[config.mk]
export PLATFORM = sky130hd
export DESIGN_NAME = rt_fifo
export DESIGN_NICKNAME = d
export VERILOG_FILES = /design/src/rtl/rt_fifo_pkg.sv /design/src/rtl/rt_fifo_ptrs.sv /design/src/rtl/rt_fifo_mem.sv /design/src/rtl/rt_fifo_flags.sv /design/src/rtl/rt_fifo.sv
export SDC_FILE = /design/constraint.sdc
export NUM_CORES = 2
export LEC_CHECK = 0
export BUFFER_PORTS_ARGS = -buffer_cell sky130_fd_sc_hd__buf_2
export CORE_AREA = 2 2 530 532
export CTS_CLUSTER_DIAMETER = 30
export DETAILED_ROUTE_END_ITERATION = 7
export DIE_AREA = 0 0 532 534
export SLEW_MARGIN = 30
export SYNTH_ARGS = -nofsm -noshare
export SYNTH_HDL_FRONTEND = slang
export SYNTH_SLANG_ARGS = --single-unit
[constraint.sdc]
create_clock -name clk -period 8.7 [get_ports clk]
set_input_delay 0.87 -clock clk [delete_from_list [all_inputs] [get_ports clk]]
set_output_delay 0.87 -clock clk [all_outputs]
set_load 0.02 [all_outputs]
[src/rtl/rt_fifo_pkg.sv]
package rt_fifo_pkg;

    localparam int WORD_W = 9;

    typedef logic [WORD_W-1:0] word_t;

    typedef struct packed {
        logic empty_n;
        logic half_n;
        logic full_n;
    } flags_t;

    typedef enum logic [1:0] {
        OP_IDLE  = 2'b00,
        OP_READ  = 2'b01,
        OP_WRITE = 2'b10,
        OP_BOTH  = 2'b11
    } op_e;

    localparam flags_t FLAGS_RESET = '{empty_n: 1'b0, half_n: 1'b1, full_n: 1'b1};

    // Level flags as a function of occupancy; all active low.
    function automatic flags_t flags_of(input int unsigned occ, input int unsigned depth);
        flags_t f;
        f.empty_n = (occ != 0);
        f.half_n  = (occ <= depth / 2);
        f.full_n  = (occ != depth);
        return f;
    endfunction

endpackage

[src/rtl/rt_fifo_ptrs.sv]
module rt_fifo_ptrs
    import rt_fifo_pkg::*;
#(
    parameter int DEPTH  = 256,
    parameter int ADDR_W = $clog2(DEPTH),
    parameter int CNT_W  = ADDR_W + 1
) (
    input  logic              clk,
    input  logic              rst,
    input  logic              wr_stb,
    input  logic              rd_stb,
    input  logic              rt_stb,
    output logic              wr_go,
    output logic              rd_go,
    output logic [ADDR_W-1:0] wr_addr,
    output logic [ADDR_W-1:0] rd_addr,
    output logic [CNT_W-1:0]  occ,
    output logic [CNT_W-1:0]  occ_nxt
);

    localparam logic [CNT_W-1:0] FULL_CNT = CNT_W'(DEPTH);

    // Write position is one bit wider so that DEPTH writes are distinguishable from zero.
    logic [CNT_W-1:0]  wr_pos;
    logic [ADDR_W-1:0] rd_pos;
    op_e               op;

    assign wr_go   = wr_stb && !rt_stb && (occ != FULL_CNT);
    assign rd_go   = rd_stb && !rt_stb && (occ != '0);
    assign op      = op_e'({wr_go, rd_go});
    assign wr_addr = wr_pos[ADDR_W-1:0];
    assign rd_addr = rd_pos;

    always_comb begin
        if (rt_stb) begin
            occ_nxt = wr_pos;
        end else begin
            unique case (op)
                OP_WRITE: occ_nxt = occ + 1'b1;
                OP_READ:  occ_nxt = occ - 1'b1;
                default:  occ_nxt = occ;
            endcase
        end
    end

    always_ff @(posedge clk) begin
        if (rst) begin
            wr_pos <= '0;
            rd_pos <= '0;
            occ    <= '0;
        end else begin
            occ <= occ_nxt;
            if (wr_go) wr_pos <= wr_pos + 1'b1;
            if (rt_stb)     rd_pos <= '0;
            else if (rd_go) rd_pos <= rd_pos + 1'b1;
        end
    end

    assert_occ_bound_R6: assert property (@(posedge clk) disable iff (rst)
        occ <= FULL_CNT);

    assert_no_overflow_R3: assert property (@(posedge clk) disable iff (rst)
        (occ == FULL_CNT && wr_stb && !rd_stb && !rt_stb) |=> $stable(wr_pos) && $stable(occ));

    assert_no_underflow_R4: assert property (@(posedge clk) disable iff (rst)
        (occ == '0 && rd_stb && !rt_stb) |=> $stable(rd_pos));

    assert_rewind_pos_R9: assert property (@(posedge clk) disable iff (rst)
        $past(rt_stb) |-> (rd_pos == '0 && occ == wr_pos));

endmodule

[src/rtl/rt_fifo_mem.sv]
module rt_fifo_mem
    import rt_fifo_pkg::*;
#(
    parameter int DEPTH  = 256,
    parameter int ADDR_W = $clog2(DEPTH)
) (
    input  logic              clk,
    input  logic              rst,
    input  logic              we,
    input  logic [ADDR_W-1:0] waddr,
    input  word_t             wdata,
    input  logic              re,
    input  logic [ADDR_W-1:0] raddr,
    output word_t             rdata,
    output logic              roe
);

    word_t store [DEPTH];

    always_ff @(posedge clk) begin
        if (we) store[waddr] <= wdata;
    end

    always_ff @(posedge clk) begin
        if (rst) begin
            rdata <= '0;
            roe   <= 1'b0;
        end else if (re) begin
            rdata <= store[raddr];
            roe   <= 1'b1;
        end else begin
            rdata <= '0;
            roe   <= 1'b0;
        end
    end

    assert_idle_zero_R10: assert property (@(posedge clk) disable iff (rst)
        !roe |-> (rdata == '0));

endmodule

[src/rtl/rt_fifo_flags.sv]
module rt_fifo_flags
    import rt_fifo_pkg::*;
#(
    parameter int DEPTH = 256,
    parameter int CNT_W = $clog2(DEPTH) + 1
) (
    input  logic             clk,
    input  logic             rst,
    input  logic [CNT_W-1:0] occ_nxt,
    output flags_t           flags
);

    always_ff @(posedge clk) begin
        if (rst) flags <= FLAGS_RESET;
        else     flags <= flags_of(32'(occ_nxt), DEPTH);
    end

    assert_flag_exclusive_R6: assert property (@(posedge clk) disable iff (rst)
        !flags.full_n |-> (!flags.half_n && flags.empty_n));

endmodule

[src/rtl/rt_fifo.sv]
module rt_fifo
    import rt_fifo_pkg::*;
#(
    parameter int DEPTH = 256
) (
    input  logic       clk,
    input  logic       rst,
    input  logic       wr_stb,
    input  logic [8:0] wr_data,
    input  logic       rd_stb,
    input  logic       rt_stb,
    output logic [8:0] rd_data,
    output logic       rd_oe,
    output logic       empty_n,
    output logic       half_n,
    output logic       full_n
);

    localparam int ADDR_W = $clog2(DEPTH);
    localparam int CNT_W  = ADDR_W + 1;
    localparam logic [CNT_W-1:0] FULL_CNT = CNT_W'(DEPTH);
    localparam logic [CNT_W-1:0] HALF_CNT = CNT_W'(DEPTH / 2);

    logic              wr_go, rd_go;
    logic [ADDR_W-1:0] wr_addr, rd_addr;
    logic [CNT_W-1:0]  occ, occ_nxt;
    flags_t            flags;
    word_t             rdata;

    rt_fifo_ptrs #(.DEPTH(DEPTH), .ADDR_W(ADDR_W), .CNT_W(CNT_W)) i_ptrs (
        .clk     (clk),
        .rst     (rst),
        .wr_stb  (wr_stb),
        .rd_stb  (rd_stb),
        .rt_stb  (rt_stb),
        .wr_go   (wr_go),
        .rd_go   (rd_go),
        .wr_addr (wr_addr),
        .rd_addr (rd_addr),
        .occ     (occ),
        .occ_nxt (occ_nxt)
    );

    rt_fifo_mem #(.DEPTH(DEPTH), .ADDR_W(ADDR_W)) i_mem (
        .clk   (clk),
        .rst   (rst),
        .we    (wr_go),
        .waddr (wr_addr),
        .wdata (word_t'(wr_data)),
        .re    (rd_go),
        .raddr (rd_addr),
        .rdata (rdata),
        .roe   (rd_oe)
    );

    rt_fifo_flags #(.DEPTH(DEPTH), .CNT_W(CNT_W)) i_flags (
        .clk     (clk),
        .rst     (rst),
        .occ_nxt (occ_nxt),
        .flags   (flags)
    );

    assign rd_data = rdata;
    assign empty_n = flags.empty_n;
    assign half_n  = flags.half_n;
    assign full_n  = flags.full_n;

    assert_reset_state_R1: assert property (@(posedge clk)
        $past(rst) |-> (!empty_n && half_n && full_n && !rd_oe));

    assert_empty_level_R7: assert property (@(posedge clk) disable iff (rst)
        empty_n == (occ != '0));

    assert_half_level_R5: assert property (@(posedge clk) disable iff (rst)
        half_n == (occ <= HALF_CNT));

    assert_full_level_R6: assert property (@(posedge clk) disable iff (rst)
        full_n == (occ != FULL_CNT));

    assert_oe_cause_R10: assert property (@(posedge clk) disable iff (rst)
        rd_oe |-> $past(rd_stb && empty_n && !rt_stb));

    assert_pair_balance_R8: assert property (@(posedge clk) disable iff (rst)
        $past(wr_stb && rd_stb && !rt_stb && empty_n && full_n) |-> (occ == $past(occ)));

endmodule

Yosys cells after proc, flatten, opt, wreduce, memory -nomap -nowiden
Memory sizes are Yosys's and may differ from the RTL's. A register that Yosys moved wholly into a read port is not among the register bits.
Index checks and enable logic that the tools add are counted.

cells by class
  $add $sub $neg = 4
  $lt $le $gt $ge = 1
  eq/ne operators = 4
  mux-type cells = 5
  bitwise gates (word level) = 1
  reduce and logical (&&, ||, !) cells = 9

operators by type and width
  kind                   count
  $add A9 B1 Y9 const B  2
  $ne A9 B9 Y1 const B   2
  $pmux W9 S2            1
  $reduce_bool A9 Y1     2
  $le A9 B8 Y1 const B   1
  $mux W9                1
  $sub A9 B1 Y9 const B  1
  $add A8 B1 Y8 const B  1
  $logic_and A1 B1 Y1    4
  $reduce_or A2 Y1       2
  $mux W1                3
  $eq A2 B1 Y1 const B   1
  $eq A2 B2 Y1 const B   1
  $logic_not A1 Y1       1
  $not A1 Y1             1

storage, ports and cells
  bits in registers = 30
  memory bits (writable) = 2,304
  input bits = 14
  output and inout bits = 13
  logic and storage cells = 32
  memories = 1

memory list
  name         depth  width  read ports  clocked after Yosys merged registers in  wr ports  RTL line           text
  i_mem.store  256    9      1           1                                        1         rt_fifo_mem.sv:18  word_t store [DEPTH];

Logic depth before layout (Yosys ltp)
  word-level depth = 7
  gate-level depth with buffers = 15
  gate-level depth less buffers = 13

Hierarchy
A second synthesis with hierarchy kept.

second synthesis, totals
  cell total of the unflattened synthesis = 4,647
  area, all modules = 93,299.5 um^2

modules (own cells, without submodules)
  module         times used  cells an instance  area an instance (um^2)  seq. area each (um^2)
  rt_fifo_mem    1           4,427              91,435.2                 69,386.5
  rt_fifo_ptrs   1           209                1,749.2                  520.5
  rt_fifo_flags  1           11                 115.1                    60.1

Worst setup path after synthesis
OpenSTA, ideal clock, no wires.

  path kind = reg-to-reg
  start point = reg i_ptrs.occ[7]
  end point = reg i_flags.flags[0] (netlist name)
  setup time = 127 ps
  arrival time = 3,764 ps
  required time = 8,573 ps
  setup slack = 4,809 ps
  stages on the path, launching flop included = 15
  buffers on the path = 1
  clock period less this slack = 3,891 ps
  path through = dfxtp_1 -> or4_4 -> o41ai_2 -> nor2_1 -> ha_1 -> buf_2 -> xor2_1 -> ha_1 -> a21oi_2 -> xnor2_1 -> o21a_1 -> or4_1 -> a22oi_2 -> and4b_1 -> or3b_1

on the way
  word-level cells in the longest chain between the ends = 6
  elaborated cells on any way between the ends = 11
  those cells by class = add/sub: 2; eq/ne: 4; mux: 2; reduce/logical: 3

ends and longest elaborated chain
  item                                          RTL line            text
  start: declaration                            rt_fifo_ptrs.sv:17  output logic [CNT_W-1:0] occ,
  start signal: assignment                      rt_fifo_ptrs.sv:52  occ <= occ_nxt;
  $reduce_bool A9 Y1 (*)                        rt_fifo_ptrs.sv:29  assign rd_go = rd_stb && !rt_stb && (occ != '0);
  $logic_and A1 B1 Y1 (*)                       rt_fifo_ptrs.sv:29
  net i_mem.re                                  rt_fifo_mem.sv:12   input logic re,
  $eq A2 B1 Y1 or $eq A2 B2 Y1 (tied branches)  rt_fifo_ptrs.sv:38  unique case (op)
  $pmux W9 S2 (*)                               rt_fifo_ptrs.sv:38
  $mux W9 (*)                                   rt_fifo_ptrs.sv:35  if (rt_stb) begin
  $ne A9 B9 Y1 (*)                              rt_fifo_pkg.sv:27   f.full_n = (occ != depth);

Mark *: on every way through the listed nets, which the timed path passes. The rest lies on a longest branch.
A chain may end at the register's enable or synchronous reset.

==> impl_metrics.tcl <==
set metrics [dict create \
    place.gp.congestion 0.878 \
    synth_warnings 0 \
    power.internal_w 0.0241 \
    fin_crit_sh_pct 58.8 \
    ys_seq_area_share_pct 76.4 \
    die_w_microns 532 \
    synth_common_cells "edfxtp_1, mux4_2, nor2_1, mux2i_1, nand2_1" \
    grt_pass1_wl_microns 373000 \
    track_usage_pct 18.4 \
    utilization_pct 39.9 \
    ys_seq_elements 2343 \
    path_buf_inv 2 \
    pwr-share-clk_pct 56.5 \
    postCtsHoldBufs 0 \
    grt_remaining_overflow 0 \
    max_cap_viol_count 0 \
    rows 194 \
    post-cts-setup-buffers 0 \
    worst-path-max-fanout 77 \
    dp_cells 7998 \
    cts_buffers 458 \
    tritoncts "built" \
    synthFlopType "edfxtp_1" \
    die-area_sq_mm 0.284 \
    crit_arrival_ns 5.94 \
    syn-cell-area_sq_mm 0.0915 \
    cp-start-kind "flop" \
    root_buffer "clkbuf_16" \
    nFillCells 24500 \
    combPwrFrac_pct 2.6 \
    area_growth_pct 21.4 \
    cp_slowest_cell "dfxtp_4" \
    route.detailed.drc 0 \
    yosysTopAreaCell "edfxtp_1" \
    vias 48400 \
    wl_met2_microns 125000 \
    drt-total-wl_microns 267000 \
    peakVddDrop_mv 0.251 \
    die_h_microns 534 \
    async_flop_share_pct 0 \
    drt_first_pass_iters 6 \
    synthTopCellsByArea "edfxtp_1, mux4_2, mux2i_1" \
    crit_type "reg -> reg" \
    synth_most_common_cell "edfxtp_1" \
    total_power_w 0.0305 \
    clock_skew_ns 0.0813 \
    syn_nets 4437 \
    synth_edf_count 2304 \
    cts_buffer_depth 4 \
    path_cells "buf_12, buf_4, mux4_1, a22o_1, a221oi_1, o22ai_1, nor4_1, o32ai_1" \
    hold_viol 0 \
    ys_types 86 \
    synth_top_area_share_pct 75.6 \
    status "finished, final reports clean" \
    slew_headroom_pct 29.6 \
    syn_inst 4415 \
    pin_count 27 \
    final_max_slew_viol_count 0 \
    fin_nets 4757 \
    routedLengthMet1_microns 102000 \
    start_util_pct 32.9 \
    fin_crit_ns 5.12 \
    min_path_type "in -> reg" \
    p_leak_nw 33.9 \
    cts_repair_resize_count 0 \
    drive_above_1_share_pct 29.6 \
    dr_wl_met3_microns 26700 \
    fmax_mhz 195 \
    sw_frac_of_total_pct 20.9 \
    max_stage_delay_ns 0.87 \
    setup_slack_ns 3.58 \
    p_per_area_mw_per_mm2 274 \
    final.setup.tns_ns 0 \
    p_sw_w 0.00636 \
    cts.sinks 2343 \
    grt_max_degree 164 \
    antenna_left 0 \
    worstSetupEndpointType "flop" \
    p_seq_share_pct 40.9 \
    synth.avg_cell_area_sq_um 20.7 \
    rsz0062_at_grt "no" \
    port_buffers 26 \
    worstMarginPinSlew_ns 1.05 \
    final_cell_count_no_fill 8840 \
    fp.coreArea_sq_mm 0.278 \
    path_clk_slew_ns 0.05 \
    top_layer "met5" \
    critPathTopFamily "compound AO/OA/AOI/OAI gates" \
    drt_iter0_drc 6731 \
    cp_data_required_time_ns 9.52 \
    dp_hpwl_microns 156000 \
    setup_violations 0 \
    grt_pass1_vias 48200 \
    pre_cts_slack_ns 3.56 \
    wire_per_inst_microns 30.1 \
    h-tree-depth 5 \
    antenna_found_initial 12 \
    vias_per_cell 5.47 \
    clk_latency_ns 1.01 \
]
-- metal layers --
metal | GRT usage [%] | vias up
met5 | 0 | -
met3 | 4.22 | 576
li1 | - | 19300
met2 | 28.8 | 2766
met4 | 8.57 | 6
met1 | 24.3 | 25800
-- cell type report --
type                       instances  area (sq um)  share of cell area (%)
tap                             3724          4660                    4.19
clock buffer                     519         11800                    10.6
antenna                            5          12.5                  0.0113
multi-input combinational       1790         20000                    18.0
inverter                          16          60.1                  0.0540
timing repair buffer             126          1120                    1.01
clock inverter                   317          3420                    3.08
sequential                      2343         70000                    63.0
-- path summary, 6_finish.rpt --
kind	from	endpoint	slack (ns)	cells after the start
worst max-delay path	i_ptrs.rd_addr[0]	i_mem.rdata[6]	3.58	8
worst min-delay path	rst	i_ptrs.wr_pos[3]	0.28	2
worst max register to register	i_ptrs.rd_addr[0]	i_mem.rdata[6]	3.58	8
worst min register to register	i_ptrs.wr_pos[8]	i_ptrs.wr_pos[8]	0.57	2
-- cells in the final DEF (no fill, tap or decap), drive strengths merged, types with 39 or more instances in the layout --
master,instances
o21ai,48
edfxtp,2304
clkinv,165
a21oi,66
clkbuf,528
mux2i,140
bufinv,57
buf,117
clkinvlp,66
a22oi,97
mux4,529
nand3,52
o22ai,54
dfxtp,39
inv,45
nand2,113
nor2,337
-- worst reg2reg max path: cells and delay by family (launching register included) --
family,cells,cell delay (ns)
muxes,1,0.68
AOI/OAI and AO/OA,4,1.31
buffers and inverters,2,1.30
DFF,1,0.87
and+or+nand+nor,1,0.80
-- metrics by stage --
stage                     hold slack (ns)  instance area (sq um)
after global routing                0.272                 111000
after CTS                           0.220                 111000
after detailed placement            0.573                  95700
after global placement              0.561                  95600
after floorplan                     0.484                  91500
final                               0.276                 111000
-- registers in the layout, indices dropped and copies added, names as in the netlist --
| name | count |
|---|---|
| i_flags.flags | 3 |
| i_mem.roe | 1 |
| i_mem.store | 2304 |
| i_ptrs.rd_addr | 8 |
| i_mem.rdata | 9 |
| i_ptrs.occ | 9 |
| i_ptrs.wr_pos | 9 |
-- cell families after synthesis --
logic type                 share of synthesized area [%]
buffers and inverters                               1.99
adders and majority gates                          0.109
AOI/OAI and AO/OA                                   3.41
xor gates and xnor gates                           0.182
muxes                                               14.8
DFF                                                 76.4
and+or+nand+nor                                     3.12
-- power by group through the flow --
| stage | Sequential, W | Clock (W) | Combinational, W |
|---|---|---|---|
| after detailed placement | 0.0127 | 0 | 0.000789 |
| after global routing | 0.0124 | 0.0179 | 0.000832 |
| final | 0.0125 | 0.0172 | 0.000789 |
| after global placement | 0.0127 | 0 | 0.000775 |
| after floorplan | 0.0126 | 0 | 0.000457 |
| after CTS | 0.0125 | 0.0174 | 0.000791 |
Note: power is estimated with default switching activity, not from simulation.
